$ cat src/rtl/tmr8_pkg.sv
package tmr8_pkg;
  typedef enum logic [1:0] {
    WM_NORMAL  = 2'd0,
    WM_CTC     = 2'd1,
    WM_ALT     = 2'd2,
    WM_FASTPWM = 2'd3
  } wmode_e;

  localparam logic [1:0] OM_OFF = 2'd0;
  localparam logic [1:0] OM_TOG = 2'd1;
  localparam logic [1:0] OM_LO  = 2'd2;
  localparam logic [1:0] OM_HI  = 2'd3;

  localparam logic [1:0] A_CTRL  = 2'd0;
  localparam logic [1:0] A_COUNT = 2'd1;
  localparam logic [1:0] A_CMP   = 2'd2;
  localparam logic [1:0] A_FLAGS = 2'd3;

  // log2 of the divide ratio for each select code
  function automatic int unsigned div_shift(input logic [2:0] sel);
    case (sel)
      3'd2:    div_shift = 3;
      3'd3:    div_shift = 5;
      3'd4:    div_shift = 6;
      3'd5:    div_shift = 7;
      3'd6:    div_shift = 8;
      3'd7:    div_shift = 10;
      default: div_shift = 0;
    endcase
  endfunction
endpackage

$ cat src/rtl/tmr8_prescale.sv
module tmr8_prescale
  import tmr8_pkg::*;
#(
  parameter int PRE_W = 10
) (
  input  logic       clk,
  input  logic       rst_n,
  input  logic       restart,
  input  logic [2:0] sel,
  output logic       tick
);
  logic [PRE_W-1:0] pre_q;
  logic [PRE_W-1:0] mask;

  always_comb begin
    mask = ~({PRE_W{1'b1}} << div_shift(sel));
    tick = (sel != 3'd0) && ((pre_q & mask) == mask);
  end

  always_ff @(posedge clk or negedge rst_n) begin
    if (!rst_n)       pre_q <= '0;
    else if (restart) pre_q <= '0;
    else              pre_q <= pre_q + 1'b1;
  end

  // ratios above one never give two ticks in a row
  p_tick_gap_r1: assert property (@(posedge clk) disable iff (!rst_n)
    (tick && sel > 3'd1 && !restart) |=> !tick);
endmodule

$ cat src/rtl/tmr8_core.sv
module tmr8_core
  import tmr8_pkg::*;
#(
  parameter int CNT_W = 8
) (
  input  logic             clk,
  input  logic             rst_n,
  input  logic             tick,
  input  wmode_e           wmode,
  input  logic             cnt_we,
  input  logic [CNT_W-1:0] cnt_wd,
  input  logic             cmp_we,
  input  logic [CNT_W-1:0] cmp_wd,
  input  logic             clr_we,
  input  logic [1:0]       clr_wd,
  output logic [CNT_W-1:0] cnt,
  output logic             match_ev,
  output logic             bottom_ev,
  output logic             ovf_flag,
  output logic             cmp_flag
);
  localparam logic [CNT_W-1:0] TOP = {CNT_W{1'b1}};

  logic [CNT_W-1:0] cmp_buf, cmp_act;
  logic is_pwm, is_ctc, live, hit;

  always_comb begin
    is_pwm    = (wmode == WM_FASTPWM);
    is_ctc    = (wmode == WM_CTC);
    live      = tick && !cnt_we;
    hit       = (cnt == cmp_act);
    match_ev  = live && hit;
    bottom_ev = live && (cnt == TOP);
  end

  always_ff @(posedge clk or negedge rst_n) begin
    if (!rst_n) begin
      cnt      <= '0;
      cmp_buf  <= '0;
      cmp_act  <= '0;
      ovf_flag <= 1'b0;
      cmp_flag <= 1'b0;
    end else begin
      if (cnt_we)                cnt <= cnt_wd;
      else if (live && is_ctc && hit) cnt <= '0;
      else if (live)             cnt <= cnt + 1'b1;

      if (cmp_we) cmp_buf <= cmp_wd;
      if (cmp_we && !is_pwm)         cmp_act <= cmp_wd;
      else if (is_pwm && bottom_ev)  cmp_act <= cmp_buf;

      ovf_flag <= bottom_ev || (ovf_flag && !(clr_we && clr_wd[0]));
      cmp_flag <= match_ev  || (cmp_flag && !(clr_we && clr_wd[1]));
    end
  end

  // no tick and no write leaves the count unchanged
  p_hold_r1: assert property (@(posedge clk) disable iff (!rst_n)
    (!tick && !cnt_we) |=> $stable(cnt));
  // a CTC match restarts the count and raises the compare flag
  p_ctc_restart_r3: assert property (@(posedge clk) disable iff (!rst_n)
    (is_ctc && tick && !cnt_we && cnt == cmp_act) |=> (cnt == '0 && cmp_flag));
  // leaving the top value raises the overflow flag
  p_wrap_ovf_r2: assert property (@(posedge clk) disable iff (!rst_n)
    (tick && !cnt_we && cnt == TOP) |=> ovf_flag);
  // in PWM the active compare value moves only at the wrap
  p_buffered_r8: assert property (@(posedge clk) disable iff (!rst_n)
    (is_pwm && !(tick && !cnt_we && cnt == TOP)) |=> $stable(cmp_act));
  // a count write always lands
  p_write_wins_r11: assert property (@(posedge clk) disable iff (!rst_n)
    cnt_we |=> (cnt == $past(cnt_wd) && !$rose(cmp_flag)));
  // a flag stays set unless its clear bit is written
  p_ovf_sticky_r10: assert property (@(posedge clk) disable iff (!rst_n)
    (ovf_flag && !(clr_we && clr_wd[0])) |=> ovf_flag);
endmodule

$ cat src/rtl/tmr8_wave.sv
module tmr8_wave
  import tmr8_pkg::*;
(
  input  logic       clk,
  input  logic       rst_n,
  input  logic       is_pwm,
  input  logic [1:0] om,
  input  logic       match_ev,
  input  logic       bottom_ev,
  output logic       wave,
  output logic       drive
);
  always_comb drive = (om != OM_OFF) && !(is_pwm && om == OM_TOG);

  always_ff @(posedge clk or negedge rst_n) begin
    if (!rst_n) begin
      wave <= 1'b0;
    end else if (is_pwm) begin
      if (bottom_ev && om[1])     wave <= ~om[0];
      else if (match_ev && om[1]) wave <= om[0];
    end else if (match_ev) begin
      case (om)
        OM_TOG:  wave <= ~wave;
        OM_LO:   wave <= 1'b0;
        OM_HI:   wave <= 1'b1;
        default: wave <= wave;
      endcase
    end
  end

  // toggle mode flips the waveform on every match
  p_toggle_r4: assert property (@(posedge clk) disable iff (!rst_n)
    (!is_pwm && om == OM_TOG && match_ev) |=> (wave != $past(wave)));
  // non-inverting PWM is high after the restart
  p_pwm_bottom_r6: assert property (@(posedge clk) disable iff (!rst_n)
    (is_pwm && om == OM_LO && bottom_ev) |=> wave);
  // inverting PWM is low after the restart
  p_pwm_bottom_r7: assert property (@(posedge clk) disable iff (!rst_n)
    (is_pwm && om == OM_HI && bottom_ev) |=> !wave);
endmodule

$ cat src/rtl/tmr8_pwm.sv
module tmr8_pwm
  import tmr8_pkg::*;
#(
  parameter int CNT_W = 8,
  parameter int PRE_W = 10
) (
  input  logic             clk,
  input  logic             rst_n,
  input  logic             wr_en,
  input  logic [1:0]       wr_addr,
  input  logic [CNT_W-1:0] wr_data,
  input  logic             pin_dir,
  input  logic             port_level,
  output logic             pin_out,
  output logic [CNT_W-1:0] count_o,
  output logic             ovf_flag_o,
  output logic             cmp_flag_o
);
  logic [2:0] sel_q;
  logic [1:0] wm_q, om_q;
  logic       ctrl_we, tick, match_ev, bottom_ev, wave, drive;
  wmode_e     wmode;

  always_comb begin
    ctrl_we = wr_en && (wr_addr == A_CTRL);
    wmode   = wmode_e'(wm_q);
  end

  always_ff @(posedge clk or negedge rst_n) begin
    if (!rst_n) begin
      sel_q <= '0;
      wm_q  <= '0;
      om_q  <= '0;
    end else if (ctrl_we) begin
      sel_q <= wr_data[2:0];
      wm_q  <= wr_data[4:3];
      om_q  <= wr_data[6:5];
    end
  end

  tmr8_prescale #(.PRE_W(PRE_W)) u_pre (
    .clk(clk), .rst_n(rst_n), .restart(ctrl_we), .sel(sel_q), .tick(tick)
  );

  tmr8_core #(.CNT_W(CNT_W)) u_core (
    .clk(clk), .rst_n(rst_n), .tick(tick), .wmode(wmode),
    .cnt_we(wr_en && wr_addr == A_COUNT), .cnt_wd(wr_data),
    .cmp_we(wr_en && wr_addr == A_CMP), .cmp_wd(wr_data),
    .clr_we(wr_en && wr_addr == A_FLAGS), .clr_wd(wr_data[1:0]),
    .cnt(count_o), .match_ev(match_ev), .bottom_ev(bottom_ev),
    .ovf_flag(ovf_flag_o), .cmp_flag(cmp_flag_o)
  );

  tmr8_wave u_wave (
    .clk(clk), .rst_n(rst_n), .is_pwm(wmode == WM_FASTPWM), .om(om_q),
    .match_ev(match_ev), .bottom_ev(bottom_ev), .wave(wave), .drive(drive)
  );

  always_comb pin_out = (pin_dir && drive) ? wave : port_level;
endmodule

$ cat config.mk
export PLATFORM = sky130hd
export DESIGN_NAME = tmr8_pwm
export DESIGN_NICKNAME = d
export VERILOG_FILES = /design/src/rtl/tmr8_pkg.sv /design/src/rtl/tmr8_prescale.sv /design/src/rtl/tmr8_core.sv /design/src/rtl/tmr8_wave.sv /design/src/rtl/tmr8_pwm.sv
export SDC_FILE = /design/constraint.sdc
export NUM_CORES = 1
export LEC_CHECK = 0
export BUFFER_PORTS_ARGS = -buffer_cell sky130_fd_sc_hd__buf_2
export CAP_MARGIN = 20
export CORE_MARGIN = 4
export CORE_UTILIZATION = 40
export DETAILED_ROUTE_END_ITERATION = 10
export PLACE_DENSITY = 0.67
export SETUP_SLACK_MARGIN = 0.02
export SLEW_MARGIN = 20
export SYNTH_ARGS = -nofsm -noshare
export SYNTH_HDL_FRONTEND = slang
export SYNTH_SLANG_ARGS = --single-unit
$ cat constraint.sdc
create_clock -name clk -period 3.4 [get_ports clk]
set_input_delay 0.68 -clock clk [delete_from_list [all_inputs] [get_ports clk]]
set_output_delay 0.68 -clock clk [all_outputs]
set_load 0.02 [all_outputs]
==> flow_metrics.env, run 1 <==
export IMPL_status="finished clean"
export IMPL_rsz0062_at_grt="no"
export IMPL_gp_congestion=0.793
export IMPL_drc=0
export IMPL_ioPinCount=26
export IMPL_holdWs_ps=370
export IMPL_first_iter_violations=123
export IMPL_synthArstFlopShare_pct=100
export IMPL_syn_nets=232
export IMPL_syn_inst=215
export IMPL_grt_pass1_vias=1717
export IMPL_die_area_mm2=0.00701
export IMPL_synthFlopType="dfrtp_1"
export IMPL_final_common_cell="dfrtp_1"
export IMPL_hpwl_mm=3.54
export IMPL_path_clk_slew_ps=90
export IMPL_cts_root_buffer="clkbuf_8"
export IMPL_reg2regPathDepth=6
export IMPL_post_route_period_util_pct=73.6
export IMPL_ys_warn_count=0
export IMPL_synth_distinct_cells=48
export IMPL_synthDominantCellAreaShare_pct=48.0
export IMPL_nNetsFinal=260
export IMPL_cts_buffers=5
export IMPL_p_leak_nw=1.16
export IMPL_io_buffer_count=25
export IMPL_peakVddDrop_v=0.000225
export IMPL_relSlewSlack_pct=53.5
export IMPL_post_cts_buffers=0
export IMPL_critPathKind="flip-flop to flip-flop"
export IMPL_drive_above_1_share_pct=26.7
export IMPL_die_h_um=83.7
export IMPL_syn_avg_cell_area_um2=10.7
export IMPL_synth_edf_count=0
export IMPL_critPathArrivalTime_ps=2700
export IMPL_hold_class="primary input to asynchronous set/reset pin"
export IMPL_fin_skew_ps=13.4
export IMPL_grt_pass1_wl_mm=8.56
export IMPL_yosysSeqAreaShare_pct=48.0
export IMPL_wl_mm=4.96
export IMPL_slowest_stage="nor4bb_4"
export IMPL_grt_start_max_net_pins=45
export IMPL_r2r_start="sel_q[2]$_DFFE_PN0P_"
export IMPL_clk_latency_ps=300
export IMPL_overflow=0
export IMPL_power_w=0.00159
export IMPL_die_w_um=83.7
export IMPL_path_cells="or3b_1 -> a2bb2oi_1 -> a22o_2 -> nor4bb_4 -> nor2_1 -> a21o_1"
export IMPL_grt_util_all_layers_pct=15.2
export IMPL_synth_seq_cells=44
export IMPL_fin_crit_ps=2500
export IMPL_cp_max_fo=13
export IMPL_via_per_inst=5.39
export IMPL_fmax_ghz=0.400
export IMPL_cts_path_max_buffers=2
export IMPL_core_area_mm2=0.00554
export IMPL_drtPass1Iterations=4
export IMPL_endpoint_kind="flip-flop"
export IMPL_syn2layout_area_growth_pct=12.4
export IMPL_final_setup_tns_ps=0
export IMPL_hold_viol_final=0
export IMPL_synthTopCellsByArea="dfrtp_1, mux2_2, xor2_1"
export IMPL_critPathMaxStageDelay_ps=680
export IMPL_setup_viol=0
export IMPL_worstMarginPinSlew_ps=697
export IMPL_required_ps=3600
export IMPL_htreeDepth=2
export IMPL_slew_viol_final=0
export IMPL_final_cell_mix="dfrtp_1, nor2_1, buf_2"
export IMPL_ant_nets=0
export IMPL_num_vias=1699
export IMPL_wl_per_cell_um=15.7
export IMPL_p_per_area_mw_per_mm2=617
export IMPL_start_util_pct=41.4
export IMPL_diodes=0
export IMPL_worstReg2RegEnd="u_core.cmp_act[4]$_DFFE_PN0P_"
export IMPL_regToRegSetupSlack_ps=900
export IMPL_cp_start_kind="flip-flop"
export IMPL_ctsResizeCount=0
export IMPL_syn_area_mm2=0.00229
export IMPL_drv_cap=0
export IMPL_nFillCells=521
export IMPL_cts_tree="done"
export IMPL_synth_top_cell_by_area="dfrtp_1"
export IMPL_antenna_found_initial=0
export IMPL_holdBufCountCts=0
export IMPL_cts_sinks=44
export IMPL_rows=27
==> power by group <==
part           leakage [nW]  switching (W)  internal, W
clock network        0.0503       0.000180     0.000181
logic                 0.573       0.000236     0.000210
registers             0.537       0.000137     0.000645
total                  1.16       0.000553      0.00104
==> cells in the mapped netlist (2+ instances only) <==
cell / number
nand3b_1: 3
a22o_1: 6
clkbuf_1: 3
mux2i_1: 4
a21o_2: 5
o21ai_0: 6
buf_6: 2
nand2_1: 17
nor2b_1: 3
xor2_1: 11
a21oi_1: 9
nand3_1: 8
nor4_1: 2
nand4b_1: 2
or3_1: 2
and3_2: 2
nand4_1: 2
inv_1: 5
nor2_1: 24
xnor2_1: 3
dfrtp_1: 44
a21o_1: 5
a22oi_1: 5
ha_1: 2
o21ai_1: 3
mux2_2: 14
a31oi_1: 2
==> worst max-delay path, delay by kind of cell (launching register included) <==
family,cells,cell delay [ps]
and+or+nand+nor,3,1290
AOI/OAI and AO/OA,3,680
DFF,1,420
==> how the worst max path moves through the flow <==
| stage | start | endpoint | slack (ps) | cells past startpoint |
|---|---|---|---|---|
| CTS | sel_q[2]$_DFFE_PN0P_ | u_core.cmp_act[4]$_DFFE_PN0P_ | 890 | 6 |
| global placement | sel_q[2]$_DFFE_PN0P_ | u_core.cmp_act[2]$_DFFE_PN0P_ | 990 | 6 |
| global route | sel_q[2]$_DFFE_PN0P_ | u_core.cmp_act[4]$_DFFE_PN0P_ | 760 | 6 |
| detailed placement | sel_q[2]$_DFFE_PN0P_ | u_core.cmp_act[4]$_DFFE_PN0P_ | 930 | 6 |
| floorplan | u_core.cnt[0]$_DFFE_PN0P_ | u_core.cmp_act[0]$_DFFE_PN0P_ | 1380 | 8 |
| finish | sel_q[2]$_DFFE_PN0P_ | u_core.cmp_act[4]$_DFFE_PN0P_ | 900 | 6 |
==> logic make-up after synthesis <==
| kind of cell | after synthesis | synth area share [%] |
|---|---|---|
| buffers and inverters | 12 | 3.11 |
| AO/OA/AOI/OAI | 49 | 15.4 |
| multiplexers | 18 | 8.62 |
| flip-flops | 44 | 48.0 |
| AND/OR/NAND/NOR | 76 | 18.4 |
| XOR/XNOR | 14 | 5.35 |
| adder cells (fa/ha/maj) | 2 | 1.09 |
==> registers in the layout (all words and copies together) (netlist names) <==
signal	count
u_pre.pre_q	10
u_core.cmp_act	8
u_core.cmp_buf	8
u_core.cnt	8
sel_q	3
om_q	2
wm_q	2
u_core.cmp_flag	1
u_core.ovf_flag	1
u_wave.wave	1
==> per-layer routing <==
metal / global-route usage, % / vias to the layer above / wire length, um
met5: 0 / - / 0
met4: 4.53 / 0 / 55
met3: 4.24 / 6 / 194
met2: 25.3 / 37 / 2440
met1: 19.3 / 832 / 2270
li1: - / 824 / -
==> stage by stage <==
| step | cell area, um^2 | instances | worst slack [ps] | utilization, % |
|---|---|---|---|---|
| finish | 2580 | 315 | 898 | 46.5 |
| global route | 2580 | 315 | 756 | 46.5 |
| CTS | 2570 | 315 | 893 | 46.5 |
| detailed placement | 2480 | 308 | 928 | 44.7 |
| global placement | 2480 | 308 | 993 | 44.7 |
| floorplan | 2290 | 215 | 1380 | - |
==> final cells by class <==
cell class | count | area [um^2] | share of cell area, %
Multi-Input combinational cell | 159 | 1120 | 43.5
Tap cell | 72 | 90.1 | 3.50
Sequential cell | 44 | 1100 | 42.7
Clock buffer | 7 | 96.3 | 3.74
Timing Repair Buffer | 28 | 150 | 5.83
Inverter | 5 | 18.8 | 0.728
Note: power is estimated with default switching activity, not from simulation.
==> inputs of run 2 (changes only) <==
clock period = 2.5 ns   (was 3.4 ns; I/O delays follow)
==> run 2 against run 1 <==
  * First-iteration DRC count down 42%
  * Clock skew decreased by 9.3 ps
  * Sequential share of layout area decreased by 0.14 points
  * Clock-buffer cell count fell by 1
  * Wire length is 2.8% lower
  * Via count increased by 1.8%
  * Non-clock buffer count increased by 4
  * Clock power rose by 16%
  * Global-route usage shrank 0.71 points
  * Critical path depth grew 1
  * Die area is the same
  * Sequential power is 37% higher
  * Highest routed layer unchanged
==> flow_metrics.env, run 2 (synthesis results as in run 1) <==
export IMPL_grt_pass1_vias=1728
export IMPL_slew_viol_final=0
export IMPL_gp_congestion=0.877
export IMPL_reg2regPathDepth=7
export IMPL_ant_nets=0
export IMPL_r2r_start="sel_q[0]$_DFFE_PN0P_"
export IMPL_final_cell_mix="dfrtp_1, buf_2, nor2_1"
export IMPL_endpoint_kind="flip-flop"
export IMPL_layoutNonFillerInstCount=319
export IMPL_final_setup_tns_ps=0
export IMPL_required_ps=2690
export IMPL_cts_sinks=44
export IMPL_antenna_found_initial=0
export IMPL_cp_start_kind="flip-flop"
export IMPL_fmax_ghz=0.450
export IMPL_htreeDepth=2
export IMPL_hold_class="primary input to asynchronous set/reset pin"
export IMPL_dpl_cell_area_mm2=0.00251
export IMPL_num_vias=1729
export IMPL_startpoint="sel_q[0]$_DFFE_PN0P_"
export IMPL_gr_usage_met3_pct=2.86
export IMPL_post_cts_buffers=0
export IMPL_regToRegSetupSlack_ps=280
export IMPL_grt_util_all_layers_pct=14.5
export IMPL_wl_per_cell_um=15.1
export IMPL_path_cells="or3b_1 -> a2bb2oi_1 -> a22o_2 -> nor4bb_4 -> buf_4 -> nor2_1 -> a21o_1"
export IMPL_status="finished clean"
export IMPL_final_area_mm2=0.00259
export IMPL_relSlewSlack_pct=56.8
export IMPL_clk_latency_ps=290
export IMPL_final_common_cell="dfrtp_1"
export IMPL_cts_root_buffer="clkbuf_8"
export IMPL_core_area_mm2=0.00554
export IMPL_worstMarginPinSlew_ps=648
export IMPL_worstReg2RegEnd="u_core.cmp_act[4]$_DFFE_PN0P_"
export IMPL_start_util_pct=41.4
export IMPL_cts_tree="done"
export IMPL_via_per_inst=5.42
export IMPL_hold_viol_final=0
export IMPL_path_clk_slew_ps=80
export IMPL_power_w=0.00209
export IMPL_ioPinCount=26
export IMPL_busiest_layer="met2"
export IMPL_die_area_mm2=0.00701
export IMPL_nNetsFinal=264
export IMPL_hpwl_mm=3.57
export IMPL_setup_viol=0
export IMPL_largest_register_ffs=10
export IMPL_drc=0
export IMPL_p_per_area_mw_per_mm2=808
export IMPL_nFillCells=522
export IMPL_rsz0062_at_grt="no"
export IMPL_post_route_period_util_pct=88.9
export IMPL_io_buffer_count=25
export IMPL_cts_path_max_buffers=2
export IMPL_diodes=0
export IMPL_holdWs_ps=229
export IMPL_critPathKind="flip-flop to flip-flop"
export IMPL_grt_util_met2_pct=24.1
export IMPL_fin_skew_ps=4.12
export IMPL_cp_max_fo=13
export IMPL_peakVddDrop_v=0.000392
export IMPL_critPathMaxStageDelay_ps=420
export IMPL_first_iter_violations=71
export IMPL_drv_cap=0
export IMPL_fin_crit_ps=2220
export IMPL_grt_pass1_wl_mm=8.26
export IMPL_critPathArrivalTime_ps=2410
export IMPL_cts_buffers=5
export IMPL_use_met1_pct=18.5
export IMPL_syn2layout_area_growth_pct=12.8
export IMPL_die_w_um=83.7
export IMPL_drtPass1Iterations=4
export IMPL_ctsResizeCount=0
export IMPL_wl_mm=4.82
export IMPL_overflow=0
export IMPL_rows=27
export IMPL_holdBufCountCts=0
export IMPL_placed_cells=312
export IMPL_drive_above_1_share_pct=27.5
export IMPL_slowest_stage="dfrtp_1"
export IMPL_p_leak_nw=1.17
export IMPL_regMostFlops="u_pre.pre_q"
export IMPL_die_h_um=83.7
export IMPL_grt_start_max_net_pins=28
-- run 2: changes by cell type in the layout (fill, tap and decap cells not counted), sizes merged --
cell    before  now
buf         28   32
clkinv       0    1
clkbuf       7    6
-- run 2: critical path, delay by kind of cell, from the launching register on --
kind	cells	cell delay, ps
AO/OA/AOI/OAI	3	650
buffers and inverters	1	240
flip-flops	1	420
AND/OR/NAND/NOR	3	810
-- run 2: worst max-delay path by stage --
stage,endpoint,slack [ps]
2_1_floorplan,u_core.cmp_act[0]$_DFFE_PN0P_,480
3_3_place_gp,u_core.cmp_act[3]$_DFFE_PN0P_,330
3_5_place_dp,u_core.cmp_act[4]$_DFFE_PN0P_,300
4_1_cts,u_core.cmp_act[4]$_DFFE_PN0P_,270
5_1_grt,u_core.cmp_act[4]$_DFFE_PN0P_,170
6_report,u_core.cmp_act[4]$_DFFE_PN0P_,280
-- run 2: per-layer routing --
| layer | wire [um] | part of all wire [%] |
|---|---|---|
| met5 | 0 | 0 |
| met3 | 160 | 3.3 |
| met4 | 99 | 2.1 |
| met1 | 2200 | 46 |
| met2 | 2370 | 49 |
-- run 2: layout make-up --
type                       instances  area (um^2)  area share [%]
clock inverter                     1         5.00           0.194
inverter                           5         18.8           0.726
multi-input combinational        159         1120            43.3
sequential                        44         1100            42.6
clock buffer                       6         72.6            2.81
tap                               72         90.1            3.48
timing repair buffer              32          178            6.87
-- run 2: through the flow --
step / worst slack (ps) / util [%]
2_1_floorplan: 481 / -
3_3_place_gp: 328 / 45.3
3_5_place_dp: 295 / 45.3
4_1_cts: 271 / 46.7
5_1_grt: 170 / 46.7
6_report: 277 / 46.7
-- run 2: power by group --
part | switching, W | internal, W | leakage [nW]
registers | 0.000189 | 0.000877 | 0.537
logic | 0.000317 | 0.000288 | 0.592
clock network | 0.000228 | 0.000190 | 0.0410
total | 0.000733 | 0.00136 | 1.17
